--- src/rtl/nib_scrambler_pkg.sv ---
package nib_scrambler_pkg;
  parameter int unsigned WORD_W = 16;
  parameter int unsigned NIB_W  = 4;
  localparam int unsigned NUM_NIB = WORD_W / NIB_W;
  localparam int unsigned SEL_W   = $clog2(NUM_NIB);
  localparam int unsigned ROT_W   = $clog2(NIB_W);
  localparam int unsigned BE_W    = WORD_W / 8;
  localparam logic [7:0] XOR_KEY_ADDR  = 8'h2C;
  localparam logic [7:0] NAND_KEY_ADDR = 8'h36;
endpackage

--- src/rtl/nib_permute.sv ---
module nib_permute
  import nib_scrambler_pkg::*;
(
  input  logic [WORD_W-1:0]              raw_i,
  input  logic [NUM_NIB-1:0][SEL_W-1:0]  sel_i,
  input  logic [ROT_W-1:0]               rot_i,
  output logic [WORD_W-1:0]              perm_o
);
  logic [NUM_NIB-1:0][NIB_W-1:0] src;
  assign src = raw_i;

  for (genvar g = 1; g < NUM_NIB; g++) begin : g_nib
    assign perm_o[g*NIB_W +: NIB_W] = src[sel_i[g]];
  end

  // low nibble: rotate left
  logic [NIB_W-1:0]   low;
  logic [2*NIB_W-1:0] dbl;
  assign low = src[sel_i[0]];
  assign dbl = {low, low} << rot_i;
  assign perm_o[NIB_W-1:0] = dbl[2*NIB_W-1:NIB_W];
endmodule

--- src/rtl/key_regs.sv ---
module key_regs
  import nib_scrambler_pkg::*;
(
  input  logic              clk_i,
  input  logic              rst_ni,
  input  logic              we_i,
  input  logic [15:0]       waddr_i,
  input  logic [WORD_W-1:0] wdata_i,
  input  logic [BE_W-1:0]   wbe_i,
  output logic [WORD_W-1:0] xor_key_o,
  output logic [WORD_W-1:0] nand_key_o
);
  logic hit_xor, hit_nand;
  assign hit_xor  = we_i && (waddr_i[7:0] == XOR_KEY_ADDR);
  assign hit_nand = we_i && (waddr_i[7:0] == NAND_KEY_ADDR);

  for (genvar b = 0; b < BE_W; b++) begin : g_byte
    always_ff @(posedge clk_i or negedge rst_ni) begin
      if (!rst_ni) begin
        xor_key_o[b*8 +: 8]  <= '0;
        nand_key_o[b*8 +: 8] <= '0;
      end else begin
        if (hit_xor && wbe_i[b])  xor_key_o[b*8 +: 8]  <= wdata_i[b*8 +: 8];
        if (hit_nand && wbe_i[b]) nand_key_o[b*8 +: 8] <= wdata_i[b*8 +: 8];
      end
    end
  end
endmodule

--- src/rtl/nib_scrambler.sv ---
module nib_scrambler
  import nib_scrambler_pkg::*;
(
  input  logic        clk_i,
  input  logic        rst_ni,
  input  logic [15:0] raw_i,
  input  logic [1:0]  sel3_i,
  input  logic [1:0]  sel2_i,
  input  logic [1:0]  sel1_i,
  input  logic [1:0]  sel0_i,
  input  logic [1:0]  rot_i,
  input  logic        xor_en_i,
  input  logic        nand_en_i,
  input  logic        we_i,
  input  logic [15:0] waddr_i,
  input  logic [15:0] wdata_i,
  input  logic [1:0]  wbe_i,
  output logic [15:0] data_o
);
  logic [WORD_W-1:0] perm, xored, xor_key, nand_key;

  nib_permute i_perm (
    .raw_i  (raw_i),
    .sel_i  ({sel3_i, sel2_i, sel1_i, sel0_i}),
    .rot_i  (rot_i),
    .perm_o (perm)
  );

  key_regs i_keys (
    .clk_i      (clk_i),
    .rst_ni     (rst_ni),
    .we_i       (we_i),
    .waddr_i    (waddr_i),
    .wdata_i    (wdata_i),
    .wbe_i      (wbe_i),
    .xor_key_o  (xor_key),
    .nand_key_o (nand_key)
  );

  assign xored  = xor_en_i ? (perm ^ xor_key) : perm;
  assign data_o = nand_en_i ? ~(xored & nand_key) : xored;
endmodule

--- config.mk ---
export PLATFORM = sky130hd
export DESIGN_NAME = nib_scrambler
export DESIGN_NICKNAME = d
export VERILOG_FILES = /design/src/rtl/nib_scrambler_pkg.sv /design/src/rtl/nib_permute.sv /design/src/rtl/key_regs.sv /design/src/rtl/nib_scrambler.sv
export SDC_FILE = /design/constraint.sdc
export NUM_CORES = 1
export LEC_CHECK = 0
export BUFFER_PORTS_ARGS = -buffer_cell sky130_fd_sc_hd__buf_2
export CAP_MARGIN = 20
export CORE_ASPECT_RATIO = 0.8
export CORE_UTILIZATION = 35
export CTS_CLUSTER_SIZE = 25
export DETAILED_ROUTE_END_ITERATION = 8
export PLACE_DENSITY = 0.57
export RECOVER_POWER = 100
export SLEW_MARGIN = 20
export SYNTH_ARGS = -nofsm -noshare
export SYNTH_HDL_FRONTEND = slang
export SYNTH_SLANG_ARGS = --single-unit
--- constraint.sdc ---
create_clock -name clk_i -period 2.5 [get_ports clk_i]
set_input_delay 0.125 -clock clk_i [delete_from_list [all_inputs] [get_ports clk_i]]
set_output_delay 0.125 -clock clk_i [all_outputs]
set_load 0.1 [all_outputs]
=== After elaboration in Yosys (flattened, before gate mapping) ===
Index checks and enable logic that the tools add are counted.

* Magnitude comparators: 4
* Eq/ne operators: 2
* Shift-type cells: 1
* Muxes and demuxes: 10
* Bitwise gates (word level): 3
* Reduce and logical (&&, ||, !) cells: 6

{| class="wikitable"
|+ Operators with widths
! kind !! count
|-
| binary-select mux 4 bit (select 2 bit) || 4
|-
| two-way mux 16 bit || 2
|-
| bitwise AND 16 bit || 1
|-
| equality test 8 x 6 -> 1 bit, second input constant || 2
|-
| two-way mux 4 bit || 4
|-
| NOT 16 bit || 1
|-
| bitwise XOR 16 bit || 1
|-
| less-than comparator 2 x 3 -> 1 bit, second input constant || 4
|-
| << shifter 8 x 2 -> 8 bit || 1
|-
| logical AND 1 bit || 6
|}

* Register bits after elaboration: 32
* Output and inout bits: 16
* Word-level logic and storage cells: 30

=== Depth between registers and ports, before layout ===
* Depth after elaboration: 8
* Gate-level depth with buffers: 6
* Mapped depth without buffers: 4

=== By module ===
Synthesis repeated with hierarchy kept, for this count alone.

* Cell total of the unflattened synthesis: 172
* Area total of the unflattened synthesis: 2501.1 sq um

{| class="wikitable"
|+ Modules (own cells, without submodules)
! module !! times used !! cells each !! area an instance (sq um) !! seq. area each (sq um)
|-
| key_regs || 1 || 73 || 1315.0 || 800.8
|-
| nib_scrambler || 1 || 69 || 671.9 || 0.0
|-
| nib_permute || 1 || 30 || 514.2 || 0.0
|}

=== Worst setup path after synthesis ===
OpenSTA, ideal clock, no wires.

* Path kind: input to output
* From: input port rot_i[0]
* To: output port data_o[0]
* Data arrival time: 2.213 ns
* Required time: 2.375 ns
* Path slack: 0.162 ns
* Stages: 5
* Cell sequence: buf_6 > mux4_1 > mux4_1 > xnor2_1 > mux2_1

* Cells in the longest elaborated chain, start to end: 6

{| class="wikitable"
|+ RTL lines
! element !! line !! source
|-
| from (decl) || nib_scrambler.sv:11 || <nowiki>input logic [1:0] rot_i,</nowiki>
|-
| << shifter 8 x 2 -> 8 bit * || nib_permute.sv:20 || <nowiki>assign dbl = {low, low} << rot_i;</nowiki>
|-
| bitwise XOR 16 bit || nib_scrambler.sv:40 || <nowiki>assign xored = xor_en_i ? (perm ^ xor_key) : perm;</nowiki>
|-
| two-way mux 16 bit * || nib_scrambler.sv:40 ||
|-
| bitwise AND 16 bit || nib_scrambler.sv:41 || <nowiki>assign data_o = nand_en_i ? ~(xored & nand_key) : xored;</nowiki>
|-
| NOT 16 bit || nib_scrambler.sv:41 ||
|-
| two-way mux 16 bit * || nib_scrambler.sv:41 ||
|-
| to (decl) || nib_scrambler.sv:18 || <nowiki>output logic [15:0] data_o</nowiki>
|}

Mark *: on every way between the ends. The rest lies on a longest branch, timed or not.

=== Worst setup path after layout ===
* From: input port sel0_i[1]
* To: output port data_o[2]

* Cells in the longest elaborated chain, start to end: 8

{| class="wikitable"
|+ RTL lines
! element !! line !! source
|-
| from (decl) || nib_scrambler.sv:10 || <nowiki>input logic [1:0] sel0_i,</nowiki>
|-
| binary-select mux 4 bit (select 2 bit) * || nib_permute.sv:19 || <nowiki>assign low = src[sel_i[0]];</nowiki>
|-
| two-way mux 4 bit (not written as such) * || nib_permute.sv:19 ||
|-
| << shifter 8 x 2 -> 8 bit * || nib_permute.sv:20 ||
|-
| bitwise XOR 16 bit || nib_scrambler.sv:40 ||
|-
| two-way mux 16 bit * || nib_scrambler.sv:40 ||
|-
| bitwise AND 16 bit || nib_scrambler.sv:41 ||
|-
| NOT 16 bit || nib_scrambler.sv:41 ||
|-
| two-way mux 16 bit * || nib_scrambler.sv:41 ||
|}

Mark *: on every way between the ends. The rest lies on a longest branch, timed or not. The select of a mux whose other input is x is not followed.

==> results.ini <==
[detailed_routing]
drc_errors = 0
drt-wirelength-per-cell_um = 16.1
wl_um = 5150
first_pass_iters = 4
viasPerCell = 5.22
postRouteAntennaNets = 0
via_count = 1675
drtIter0Drc = 72

[sta]
tightest_slew_ps = 1770
skew_ps = 0
rsz0062_at_grt = false
finalSetupViolCount = 0
timing.final.hold_violations = 0
fmax_mhz = 416
slew_headroom_pct = -17.8
final_max_slew_viol_count = 33
finalSetupTns_ps = 0
finalCritPeriodShare_pct = 96.1
period_needed_ps = 2400

[synth]
synth_seq_area_share_pct = 35.4
ys_seq_elements = 32
yosys_warnings = 0
synth_cell_type_count = 19
synthCells = 168
syn_area_um2 = 2260
synth_nets = 233
synth_area_per_cell_um2 = 13.5

[die]
io_pins = 81
initial_utilization_pct = 37.3
die_x_um = 91.9
row_count = 25
core_area_um2 = 6070
die_y_um = 73.9
die_area_um2 = 6790

[setup_path]
critical_path_class = in -> out
worst-path-max-fanout = 8
critical_path.max_stage_delay_ps = 610
cp-end-kind = output pin
critPathSlowestCell = mux4_1
crit_required_ps = 2380
startpoint_type = input port
worstPathCellList = buf_2 > mux4_1 > mux4_1 > xnor2_1 > mux2_1 > buf_2
path_delay_family = multiplexers
critPathArrivalTime_ps = 2280
path_depth = 6
r2r_cells = 1
cp.buffers_inverters = 2

[power_and_ir_drop]
p_switching_mw = 0.482
seq_power_share_pct = 38.0
clkPwrFrac_pct = 30.4
p_leak_nw = 1.25
pwr-share-comb_pct = 31.6
p_per_area_nw_per_um2 = 511
ir_drop_mv = 0.319
p_sw_share_pct = 34.1
p_int_mw = 0.932

[layout]
fin_util_pct = 45.6
areaGrowthSynthToFinish_pct = 22.3
final_common_cell = buf_2
layout_common_cells = 59 x buf_2, 32 x mux2_2, 32 x dfrtp_1
layout.nets = 305
diodes = 0
drive_above_1_share_pct = 46.7

[grt]
grtUsageTotal_pct = 16.4
overflow = 0
grt_pass1_vias = 1651
grt_first_pass_wirelength_um = 8360
grt_max_degree = 33
antenna_found_initial = 0

[placed_design]
gp_congestion = 0.813
portBuffers = 72
hpwl_um = 3950

[outcome]
violations = capacitance limit, slew limit
status = finished with violations

[hold_path]
hp-class = in -> reg
hold_depth = 2

[flow_run]
cap_viol_max_count = 1

[clock_network]
clock_latency_ps = 280
clk_pin_slew_ps = 60
clock_tree.buffer_depth = 2
cts.sinks = 32
cts_tree = done
cts-htree-levels = 2
root_buffer = clkbuf_8
numCtsBuffers = 5

## per-layer routing
layer / vias to the layer above / wire length, um / GRT usage (%)
met1: 806 / 2250 / 21.8
met3: 7 / 353 / 4.24
met4: 0 / 66 / 5.73
li1: 802 / - / -
met5: - / 0 / 0
met2: 60 / 2480 / 26.5
## cell families (layout without fill, tap and decap cells)
logic type | after synthesis | after routing | synth area share [%]
flip-flops | 32 | 32 | 35.4
XOR/XNOR | 16 | 16 | 6.19
AO/OA/AOI/OAI | 12 | 12 | 3.98
AND/OR/NAND/NOR | 40 | 40 | 8.41
multiplexers | 60 | 60 | 43.8
buffers and inverters | 8 | 80 | 2.21
## cell usage after synthesis
master	instances	area, um2
buf_2	1	5.00
o21a_1	12	90.1
mux2_1	4	45.0
mux4_2	12	270
dfrtp_1	32	801
buf_1	1	3.75
nand4_1	4	25.0
xnor2_1	16	140
nand2_1	20	75.1
clkbuf_1	3	11.3
nor3b_1	1	7.51
mux4_1	12	315
mux2_2	32	360
nor2_1	1	3.75
and3b_1	1	8.76
and4b_1	1	10.0
buf_4	1	7.51
nand3_1	12	60.1
buf_6	2	22.5
## per-stage QoR
| step | worst slack [ps] | cell area [um2] | cells | hold WS (ps) | power [mW] |
|---|---|---|---|---|---|
| floorplan | 162 | 2260 | 168 | -171 | 0.890 |
| global placement | 101 | 2670 | 313 | 228 | 0.997 |
| detailed placement | 84.9 | 2670 | 313 | 230 | 1.00 |
| CTS | 77.6 | 2780 | 321 | 80.4 | 1.44 |
| global route | 21.6 | 2770 | 321 | 81.5 | 1.48 |
| finish | 97.0 | 2770 | 321 | 89.6 | 1.41 |
## state kept, by name, indices dropped and copies added, names as in the netlist
name	cells
i_keys.nand_key_o	16
i_keys.xor_key_o	16
## worst paths after layout
path | start | to | slack, ps
max | sel0_i[1] | data_o[2] | 100
min | wdata_i[9] | i_keys.xor_key_o[9] | 90
max reg2reg | i_keys.nand_key_o[12] | i_keys.nand_key_o[12] | 1740
min reg2reg | i_keys.xor_key_o[10] | i_keys.xor_key_o[10] | 500
max in group asynchronous | rst_ni | i_keys.nand_key_o[1] | 620
min in group asynchronous | rst_ni | i_keys.nand_key_o[9] | 850
## power groups by stage
stage          combinational [mW]  sequential, mW  clock [mW]
2_1_floorplan               0.344           0.546           0
3_3_place_gp                0.450           0.547           0
3_5_place_dp                0.452           0.547           0
4_1_cts                     0.455           0.538       0.446
5_1_grt                     0.474           0.539       0.468
6_report                    0.447           0.538       0.430
## final cells by class
cell class	count	area, um2
multi-input combinational	128	1410
sequential	32	801
tap	81	101
timing repair buffer	73	357
clock buffer	7	96.3
fill	597	3300
## repair_timing
item | 4_1_cts | 5_1_grt
buffers inserted | 0 | 0
endpoints found under the setup margin | 0 | 0
gates resized for setup | 0 | 0
hold buffers | 1 | 0
endpoints found under the hold margin | 32 | 0
Power figures use the tool's default switching activity.
